**src/rtl/led_ser_pkg.sv**
```systemverilog
package led_ser_pkg;
  localparam int NUM_THR = 14;

  // utilization thresholds in percent, ascending
  function automatic int thr_pct(input int k);
    case (k)
      0:  return 1;
      1:  return 3;
      2:  return 5;
      3:  return 10;
      4:  return 15;
      5:  return 20;
      6:  return 30;
      7:  return 35;
      8:  return 40;
      9:  return 50;
      10: return 60;
      11: return 70;
      12: return 80;
      13: return 90;
      default: return 1000;
    endcase
  endfunction
endpackage

```
**src/rtl/led_util_therm.sv**
```systemverilog
module led_util_therm
  import led_ser_pkg::*;
#(
  parameter int UTIL_W = 7
) (
  input  logic [UTIL_W-1:0]  util_i,
  output logic [NUM_THR-1:0] therm_o
);
  for (genvar k = 0; k < NUM_THR; k++) begin : g_thr
    assign therm_o[k] = (int'(util_i) >= thr_pct(k));
  end
endmodule

```
**src/rtl/led_timebase.sv**
```systemverilog
module led_timebase #(
  parameter int CLK_FREQ_HZ = 200_000_000,
  parameter int SCLK_NS     = 320,
  parameter int FRAME_NS    = 655_000,
  parameter int NBITS       = 32
) (
  input  logic clk_i,
  input  logic rst_ni,
  output logic load_o,
  output logic shift_o,
  output logic burst_o,
  output logic sclk_o
);
  localparam int CYC_US = CLK_FREQ_HZ / 1_000_000;
  localparam int HALF   = CYC_US * SCLK_NS / 2000;
  localparam int PERIOD = 2 * HALF;
  localparam int FRAME  = CYC_US * FRAME_NS / 1000;
  localparam int FW     = $clog2(FRAME);
  localparam int PW     = $clog2(PERIOD + 1);
  localparam int BW     = $clog2(NBITS);

  logic [FW-1:0] fcnt_q;
  logic [PW-1:0] pcnt_q;
  logic [BW-1:0] bcnt_q;
  logic          act_q;

  logic frame_end, bit_end;
  assign frame_end = (fcnt_q == FW'(FRAME - 1));
  assign bit_end   = act_q && (pcnt_q == PW'(PERIOD - 1));

  always_ff @(posedge clk_i or negedge rst_ni) begin
    if (!rst_ni) begin
      fcnt_q <= FW'(FRAME - 1);
      pcnt_q <= '0;
      bcnt_q <= '0;
      act_q  <= 1'b0;
    end else if (frame_end) begin
      fcnt_q <= '0;
      pcnt_q <= '0;
      bcnt_q <= '0;
      act_q  <= 1'b1;
    end else begin
      fcnt_q <= fcnt_q + 1'b1;
      if (act_q) begin
        if (bit_end) begin
          pcnt_q <= '0;
          if (bcnt_q == BW'(NBITS - 1)) act_q <= 1'b0;
          else bcnt_q <= bcnt_q + 1'b1;
        end else begin
          pcnt_q <= pcnt_q + 1'b1;
        end
      end
    end
  end

  assign load_o  = frame_end;
  assign shift_o = bit_end;
  assign burst_o = act_q;
  assign sclk_o  = act_q && (pcnt_q >= PW'(HALF));

  // sampling point must fall inside the idle gap
  p_load_in_gap_r3: assert property (@(posedge clk_i) disable iff (!rst_ni)
    load_o |-> !burst_o && !sclk_o);
endmodule

```
**src/rtl/led_shift_engine.sv**
```systemverilog
module led_shift_engine #(
  parameter int WORD_W = 32
) (
  input  logic              clk_i,
  input  logic              rst_ni,
  input  logic              load_i,
  input  logic              shift_i,
  input  logic              burst_i,
  input  logic              sclk_i,
  input  logic [WORD_W-1:0] word_i,
  output logic              data_o
);
  logic [WORD_W-1:0] sh_q;

  always_ff @(posedge clk_i or negedge rst_ni) begin
    if (!rst_ni)      sh_q <= '0;
    else if (load_i)  sh_q <= word_i;
    else if (shift_i) sh_q <= {1'b0, sh_q[WORD_W-1:1]};
  end

  assign data_o = burst_i & sh_q[0];

  // shifting lands on the falling serial edge
  p_shift_on_fall_r9: assert property (@(posedge clk_i) disable iff (!rst_ni)
    shift_i |=> $fell(sclk_i));
endmodule

```
**src/rtl/led_status_serializer.sv**
```systemverilog
module led_status_serializer
  import led_ser_pkg::*;
#(
  parameter int CLK_FREQ_HZ = 200_000_000,
  parameter int SCLK_NS     = 320,
  parameter int FRAME_NS    = 655_000,
  parameter int NUM_PORTS   = 16,
  parameter int UTIL_W      = 7
) (
  input  logic                 clk_i,
  input  logic                 rst_ni,
  input  logic [NUM_PORTS-1:0] port_act_i,
  input  logic [UTIL_W-1:0]    util_pct_i,
  input  logic                 buf_alarm_i,
  input  logic                 mem_fail_i,
  output logic                 led_clk_o,
  output logic                 led_data_o
);
  localparam int WORD_W = NUM_PORTS + NUM_THR + 2;
  localparam int CW     = $clog2(WORD_W + 2);

  logic               load, shift, burst;
  logic [NUM_THR-1:0] therm;
  logic [WORD_W-1:0]  word;

  led_util_therm #(.UTIL_W(UTIL_W)) u_therm (
    .util_i (util_pct_i),
    .therm_o(therm)
  );

  led_timebase #(
    .CLK_FREQ_HZ(CLK_FREQ_HZ),
    .SCLK_NS    (SCLK_NS),
    .FRAME_NS   (FRAME_NS),
    .NBITS      (WORD_W)
  ) u_tb (
    .clk_i  (clk_i),
    .rst_ni (rst_ni),
    .load_o (load),
    .shift_o(shift),
    .burst_o(burst),
    .sclk_o (led_clk_o)
  );

  assign word = {mem_fail_i, buf_alarm_i, therm, port_act_i};

  led_shift_engine #(.WORD_W(WORD_W)) u_sh (
    .clk_i  (clk_i),
    .rst_ni (rst_ni),
    .load_i (load),
    .shift_i(shift),
    .burst_i(burst),
    .sclk_i (led_clk_o),
    .word_i (word),
    .data_o (led_data_o)
  );

  // pulse counter used only by the checks below
  logic [CW-1:0] rise_cnt_q;
  logic          sclk_d_q, seen_q;

  always_ff @(posedge clk_i or negedge rst_ni) begin
    if (!rst_ni) begin
      rise_cnt_q <= '0;
      sclk_d_q   <= 1'b0;
      seen_q     <= 1'b0;
    end else begin
      sclk_d_q <= led_clk_o;
      if (load) begin
        rise_cnt_q <= '0;
        seen_q     <= 1'b1;
      end else if (led_clk_o && !sclk_d_q) begin
        rise_cnt_q <= rise_cnt_q + 1'b1;
      end
    end
  end

  p_pulse_count_r1: assert property (@(posedge clk_i) disable iff (!rst_ni)
    load |-> (!seen_q || rise_cnt_q == CW'(WORD_W)));

  p_data_stable_r9: assert property (@(posedge clk_i) disable iff (!rst_ni)
    (led_clk_o && $past(led_clk_o)) |-> $stable(led_data_o));

  p_reset_idle_r10: assert property (@(posedge clk_i)
    !rst_ni |-> (!led_clk_o && !led_data_o));
endmodule

```
**config.mk**
```make
export PLATFORM = sky130hd
export DESIGN_NAME = led_status_serializer
export DESIGN_NICKNAME = d
export VERILOG_FILES = /design/src/rtl/led_ser_pkg.sv /design/src/rtl/led_util_therm.sv /design/src/rtl/led_timebase.sv /design/src/rtl/led_shift_engine.sv /design/src/rtl/led_status_serializer.sv
export SDC_FILE = /design/constraint.sdc
export NUM_CORES = 1
export LEC_CHECK = 0
export BUFFER_PORTS_ARGS = -buffer_cell sky130_fd_sc_hd__buf_2
export CORE_AREA = 2 2 78 110
export CTS_CLUSTER_DIAMETER = 60
export DETAILED_ROUTE_END_ITERATION = 16
export DIE_AREA = 0 0 80 112
export SLEW_MARGIN = 25
export SYNTH_ARGS = -nofsm -noshare
export SYNTH_HDL_FRONTEND = slang
export SYNTH_SLANG_ARGS = --single-unit
```
**constraint.sdc**
```tcl
create_clock -name clk_i -period 5.39 [get_ports clk_i]
set_clock_uncertainty 0.2 [all_clocks]
set_input_delay 0.8085 -clock clk_i [delete_from_list [all_inputs] [get_ports clk_i]]
set_output_delay 0.8085 -clock clk_i [all_outputs]
set_load 0.02 [all_outputs]
```
Word-level counts from Yosys, hierarchy flattened:

Index checks and enable logic that the tools add are counted.

* $add $sub $neg: 3
* multipliers: 0
* div/mod/pow operators: 0
* order comparisons: 15
* equality and inequality tests: 4
* shift operators: 0
* mux-type cells: 14
* bitwise operators: 1
* reduce and logical (&&, ||, !) cells: 5

Operators by type and width (count)
* 32-bit 2-to-1 mux: 2
* 7-bit by 6-bit >= comparator with 1-bit output, second input constant: 5
* 7-bit >= comparator, second input constant: 3
* 7-bit 2-to-1 mux: 3
* 5-bit 2-to-1 mux: 4
* 17-bit by 1-bit adder with 17-bit output, second input constant: 1
* 17-bit == test, second input constant: 1
* 17-bit 2-to-1 mux: 1
* 7-bit by 4-bit >= comparator with 1-bit output, second input constant: 2
* 7-bit by 5-bit >= comparator with 1-bit output, second input constant: 2
* 7-bit by 1-bit adder with 7-bit output, second input constant: 1
* 7-bit by 6-bit == test with 1-bit output, second input constant: 1
* 7-bit by 1-bit >= comparator with 1-bit output, second input constant: 1
* 7-bit by 2-bit >= comparator with 1-bit output, second input constant: 1
* 7-bit by 3-bit >= comparator with 1-bit output, second input constant: 1
* 5-bit by 1-bit adder with 5-bit output, second input constant: 1
* 5-bit == test, second input constant: 1
* 1-bit 2-to-1 mux: 4
* 2-bit nonzero test: 2
* 3-bit AND reduction: 1
* 1-bit logical AND: 2
* 2-bit inequality test, second input constant: 1
* 1-bit bitwise AND: 1

* bits in registers: 62
* bits in latches: 0
* bits in writable memories: 0
* ROM bits: 0
* input bits: 27
* logic and storage cells: 47
* memories kept: 0

Depth between registers and ports, before layout:

Gate-level depths: netlist (run 1).

* depth in word-level cells: 5
* mapped depth: 7
* depth with buffers taken out: 6

By module:

From an unflattened synthesis (run 1), not the netlist that was laid out.

* cell total of the unflattened synthesis: 313
* area total of the unflattened synthesis: 3203.1 sq um

Modules (own cells, without submodules)
* led_shift_engine: times used 1, cells an instance 140, area each 1519.0 sq um, seq. area each 800.8 sq um
* led_timebase: times used 1, cells an instance 142, area each 1492.7 sq um, seq. area each 769.5 sq um
* led_util_therm: times used 1, cells an instance 31, area each 191.4 sq um, seq. area each 0.0 sq um

Worst setup path before layout (run 1):

OpenSTA, ideal clock, no wires.

* path kind: flip-flop to flip-flop
* start: register u_tb.fcnt_q[0]
* end: register u_tb.fcnt_q[14]
* data arrival time: 1.783 ns
* required time: 5.117 ns
* path slack: 3.334 ns
* stages on the path, launching flop included: 6
* path buffers: 0
* cell sequence: dfstp_2 > ha_1 > nand3_1 > or4_1 > or3_1 > a21oi_1

* word-level cells in the longest chain between the ends: 2

RTL lines
* start, declared: RTL line led_timebase.sv:22 `logic [FW-1:0] fcnt_q;`
* start signal, assigned: RTL line led_timebase.sv:33 `fcnt_q <= FW'(FRAME - 1);`
* start signal, assigned: RTL line led_timebase.sv:43 `fcnt_q <= fcnt_q + 1'b1;`
* 17-bit by 1-bit adder with 17-bit output / 17-bit == test (equally long branches): RTL line led_timebase.sv:43, led_timebase.sv:28
* 17-bit 2-to-1 mux *: RTL line led_timebase.sv:37 `end else if (frame_end) begin`

Mark *: on every way between the ends. The rest lies on a longest branch, timed or not.
A chain may end at the register's enable or synchronous reset.

Worst setup path in the final report (run 1):

* start: register u_tb.fcnt_q[0]
* end: register u_sh.sh_q[27]

* word-level cells in the longest chain between the ends: 2

RTL lines
* 17-bit == test *: RTL line led_timebase.sv:28 `assign frame_end = (fcnt_q == FW'(FRAME - 1));`
* 32-bit 2-to-1 mux / 2-bit nonzero test (equally long branches)
* end signal, assigned: RTL line led_shift_engine.sv:17 `else if (load_i) sh_q <= word_i;`
* end signal, assigned: RTL line led_shift_engine.sv:18 `else if (shift_i) sh_q <= {1'b0, sh_q[WORD_W-1:1]};`
* end, declared: RTL line led_shift_engine.sv:13 `logic [WORD_W-1:0] sh_q;`

Marked as above.

==> results.yml, run 1 <==
floorplan:
  initial_utilization_pct: 39.3
  die_w_um: 80
  die_area_um2: 8960
  pin_count: 29
  core.rowCount: 39
  die_h_um: 112
  placeableCoreArea_um2: 8000
global_routing:
  grt_max_degree: 63
  grt_pass1_vias: 2350
  grtUsageTotal_pct: 15.1
  grt_antenna_before_repair: 0
  overflow: 0
  grt_pass1_wl_um: 10600
setup_path:
  reg2reg_depth: 5
  cp.required_ns: 5.36
  critPathCaptureType: "flop"
  crit_start: "u_tb.fcnt_q[0]"
  crit_fanout: 57
  r2r_end: "u_sh.sh_q[27]"
  rr_startpoint: "u_tb.fcnt_q[0]"
  critPathKind: "reg2reg"
  worstPathArrival_ns: 2.84
  crit_path_start_kind: "flop"
  rrSetupSlack_ns: 2.51
synth:
  syn_nets: 358
  synth_cell_types: 40
  synth_flop_cell: "dfrtp_1"
  postSynthCellCount: 326
  ys_seq_elements: 62
  syn_area_um2: 3140
  netlist.top_cell.by_area: "dfrtp_1"
  synthTopCellsByArea: "dfrtp_1 37%, dfstp_2 13%, mux2i_1 7.3%, nand2_1 5.6%, o21ai_0 4.9%"
  synth_enable_flop_cells: 0
  ys_seq_area_share_pct: 50.0
  yosys_warnings: 0
  async_flop_share_pct: 100
  avgSynthCellArea_um2: 9.64
  netlist.area_leader.share_pct: 37.4
clocking:
  post_cts_resized: 0
  numCtsBuffers: 9
  cts_hold_buf: 0
  clock_path_buffers: 2
  cts_sinks: 62
  clkTransAtPathRegs_ns: 0.05
  cts_setup_buffers: 0
  htreeDepth: 3
  root_buffer: "clkbuf_16"
  clock_latency_ns: 0.33
  tritoncts: "done"
drt:
  num_vias: 2356
  drtIter0Drc: 162
  routedWlPerCell_um: 13.8
  drtPass1Iterations: 4
  ant_nets: 0
  drt-vias-per-instance: 5.22
  routed_wl_um: 6210
  drc_errors: 0
cells_and_area:
  area_growth_pct: 14.1
  antenna_cells: 0
  utilization_pct: 44.8
  final_area_um2: 3580
  layout_common_cells: "47 x nand2_1, 47 x dfrtp_1, 31 x o21ai_0"
  final_layout_size_suffix_gt1_share_pct: 18.1
  finalNetCount: 376
pwr:
  vdd_drop_max_v: 0.000144
  finalPower_mw: 1.01
  p_per_area_nw_per_um2: 282
  total_leakage_power_nw: 1.59
placed_design:
  dpl_cell_area_um2: 3320
  place_congestion: 0.830
  io_buffers: 28
  hpwl_um: 4050
  dp_slack_ns: 2.48
worst_hold_path:
  hold_start: "u_tb.fcnt_q[14]"
  holdPathStages: 2
  min_to: "u_tb.fcnt_q[14]"
  hold_path.class: "reg2reg"
sta:
  finalSetupTns_ns: 0
  layout_setup_ws_ns: 2.51
  hold_viol_final: 0
  relSlewSlack_pct: 36.0
  finalCriticalPeriod_ns: 2.88
  report.final.slew_viol_count: 0
  rsz0062_at_grt: "no"
  max_freq_mhz: 348
  final.period_utilization_pct: 53.4
  setup_viol: 0
  worstMarginPinSlew_ns: 0.952
status:
  status: "complete, no violations"
flow_run:
  maxCapViolCount: 0
per-layer routing:
| layer | vias up | share of wire [%] | wire (µm) | track usage [%] |
|---|---|---|---|---|
| met1 | 1122 | 44 | 2760 | 17.6 |
| li1 | 1186 | - | - | - |
| met4 | 0 | 1.9 | 115 | 6.55 |
| met2 | 41 | 50 | 3080 | 25.2 |
| met5 | - | 0 | 0 | 0 |
| met3 | 7 | 4.2 | 258 | 4.62 |
flip-flops by register name, indices dropped and copies added (netlist names):
name          count
u_tb.bcnt_q       5
u_sh.sh_q        32
u_tb.fcnt_q      17
u_tb.burst_o      1
u_tb.pcnt_q       7
report_power, final:
part | internal (mW) | leakage (nW) | switching [mW] | total, mW
Clock | 0.321 | 0.132 | 0.192 | 0.513
Sequential | 0.468 | 0.651 | 0.000647 | 0.469
Combinational | 0.0105 | 0.802 | 0.0194 | 0.0299
how the worst max path moves through the flow:
stage                           end  slack [ns]  depth (start not counted)
global placement      u_sh.sh_q[11]        2.57                          5
CTS                   u_sh.sh_q[27]        2.46                          5
global route          u_sh.sh_q[27]        2.20                          5
detailed placement    u_sh.sh_q[27]        2.48                          5
finish                u_sh.sh_q[27]        2.51                          5
floorplan           u_tb.fcnt_q[14]        3.33                          5
cell type report:
| type | instances | area [µm²] |
|---|---|---|
| Clock buffer | 12 | 246 |
| Multi-Input combinational cell | 236 | 1440 |
| Timing Repair Buffer | 30 | 155 |
| Clock inverter | 4 | 22.5 |
| Inverter | 5 | 18.8 |
| Fill cell | 779 | 4420 |
| Tap cell | 102 | 128 |
| Sequential cell | 62 | 1570 |
metrics by stage:
stage | cells | hold slack, ns
final | 451 | 0.307
after global routing | 451 | 0.349
after CTS | 451 | 0.313
after detailed placement | 435 | 0.308
after global placement | 435 | 0.306
after floorplan | 326 | 0.279
synth_stat cells (all sizes together) (6+ instances only):
cell    count
dfstp      15
and3        9
buf        10
a31oi      10
nand2      47
xnor2      14
nor3        7
o21ai      31
a21oi       6
mux2i      23
nor4        8
nor2       28
nand3      13
dfrtp      47
nand4       9
clkbuf     13
cell families (layout without fill, tap and decap cells):
group                      count (synthesis)  count (layout)  share of synthesized area (%)
AOI/OAI and AO/OA                         57              57                           10.7
xor gates and xnor gates                  18              18                           5.02
adders and majority gates                  5               5                           1.99
buffers and inverters                     28              51                           4.38
DFF                                       62              62                           50.0
muxes                                     23              23                           7.32
and+or+nand+nor                          133             133                           20.7
critical path, stage by stage (launching register included):
cell and delay (ns):
dfstp_2 0.55, ha_1 0.20, nand4bb_1 0.18, nor4_4 0.82, buf_4 0.56, o21ai_0 0.21
No activity file was read; power rests on OpenSTA's default activity.
==> inputs of run 2 (changes only) <==
Clock period 5.39 ns to 2.95 ns, I/O delays scaled along.
==> results.yml, run 2 (synthesized netlist as in run 1, its figures left out) <==
pwr:
  combPwrFrac_pct: 3.1
  p_int_mw: 1.49
  p_sw_uw: 375
  p_per_area_nw_per_um2: 514
  finalPower_mw: 1.86
  p_sw_share_pct: 20.1
  p_seq_share_pct: 46.0
  total_leakage_power_nw: 1.61
  vdd_drop_max_v: 0.000298
  pwr-share-clk_pct: 51.0
cells_and_area:
  final_area_um2: 3630
  final_layout_size_suffix_gt1_share_pct: 18.4
  area_growth_pct: 15.4
  utilization_pct: 45.3
  layout_common_cells: "47 x nand2_1, 47 x dfrtp_1, 31 x o21ai_0"
  multiInputGateArea_um2: 1440
  nFillCells: 783
  antenna_cells: 0
  largest_reg_flops: 32
  finalNetCount: 381
  reg_top3: "u_sh.sh_q (32), u_tb.fcnt_q (17), u_tb.pcnt_q (7)"
  ff_latch_area_um2: 1570
  largest-register: "u_sh.sh_q"
drt:
  drtPass1Iterations: 4
  ant_nets: 0
  top_layer: "met4"
  routed_wl_um: 6340
  num_vias: 2401
  drtIter0Drc: 217
  drc_errors: 0
  wl_met2_um: 3190
  dr_wl_met3_um: 264
  wl_met1_um: 2710
  drt-vias-per-instance: 5.27
  routedWlPerCell_um: 13.9
sta:
  layout_setup_ws_ns: 0.604
  rsz0062_at_grt: "no"
  finalCriticalPeriod_ns: 2.35
  relSlewSlack_pct: 36.4
  setup_viol: 0
  finalSetupTns_ns: 0
  max_freq_mhz: 426
  final.period_utilization_pct: 79.5
  report.final.slew_viol_count: 0
  hold_viol_final: 0
  worstMarginPinSlew_ns: 0.954
flow_run:
  maxCapViolCount: 0
clocking:
  clock_latency_ns: 0.33
  cts_hold_buf: 1
  clkTransAtPathRegs_ns: 0.05
  post_cts_resized: 0
  clock_path_buffers: 2
  cts_setup_buffers: 0
  root_buffer: "clkbuf_16"
  cts_sinks: 62
  tritoncts: "done"
  htreeDepth: 3
  numCtsBuffers: 9
setup_path:
  cp_top_family: "simple AND/OR/NAND/NOR gates"
  path_buf_inv: 0
  crit_path_start_kind: "flop"
  slowest_delay_ns: 0.73
  cp.required_ns: 2.94
  crit_fanout: 14
  critPathCaptureType: "flop"
  worstPathArrival_ns: 2.33
  crit_chain: "ha_1 > nand4bb_1 > or4_1 > nor3_1 > a31oi_1"
  critPathKind: "reg2reg"
  critPathSlowestCell: "or4_1"
global_routing:
  grt_max_degree: 50
  grt_antenna_before_repair: 0
  grt_pass1_vias: 2425
  grtUsageTotal_pct: 15.5
  grt_pass1_wl_um: 10800
  overflow: 0
placed_design:
  hpwl_um: 4210
  place_congestion: 0.740
  dpl_cell_area_um2: 3350
  dp_slack_ns: 0.602
  io_buffers: 28
floorplan:
  core.rowCount: 39
  die_w_um: 80
  initial_utilization_pct: 39.3
  placeableCoreArea_um2: 8000
  die_h_um: 112
  pin_count: 29
  die_area_um2: 8960
worst_hold_path:
  hold_path.class: "in2reg"
status:
  status: "complete, no violations"
run 2: metrics by stage:
stage,hold slack [ns],cells
final,0.113,456
after floorplan,-0.0531,326
after global routing,0.139,456
after detailed placement,0.282,439
after global placement,0.270,439
after CTS,0.104,456
run 2: final timing paths:
kind                            startpoint  slack, ns  cells past startpoint               to
setup reg to reg            u_tb.fcnt_q[0]       0.60                      5    u_sh.sh_q[23]
hold / removal               port_act_i[4]       0.11                      3     u_sh.sh_q[4]
max in group asynchronous           rst_ni       1.34                      3  u_tb.fcnt_q[16]
setup / recovery            u_tb.fcnt_q[0]       0.60                      5    u_sh.sh_q[23]
hold reg to reg            u_tb.fcnt_q[14]       0.32                      2  u_tb.fcnt_q[14]
min in group asynchronous           rst_ni       0.45                      2     u_sh.sh_q[9]
run 2: worst register-to-register path, cell delays in order (launching register included):
cell and delay, ns:
dfstp_2 0.55, ha_1 0.20, nand4bb_1 0.18, or4_1 0.73, nor3_1 0.27, a31oi_1 0.06
run 2: layout make-up:
class	instances	area share (%)
Sequential cell	62	43.3
Multi-Input combinational cell	236	39.8
Clock buffer	15	7.38
Timing Repair Buffer	35	5.38
Tap cell	102	3.52
Inverter	5	0.517
Clock inverter	1	0.138
run 2: per-layer routing:
metal  global-route usage, %  vias to the layer above
met5                       0                        -
met4                    8.47                        0
met3                    3.97                       13
met2                    25.3                       49
met1                    18.3                     1147
li1                        -                     1192
run 2: power groups by stage:
stage	Sequential [mW]	Combinational [mW]	Clock, mW
after floorplan	0.870	0.0185	0
after global placement	0.870	0.0568	0
after CTS	0.856	0.0590	0.982
final	0.857	0.0573	0.950
after detailed placement	0.870	0.0573	0
after global routing	0.856	0.0656	1.02
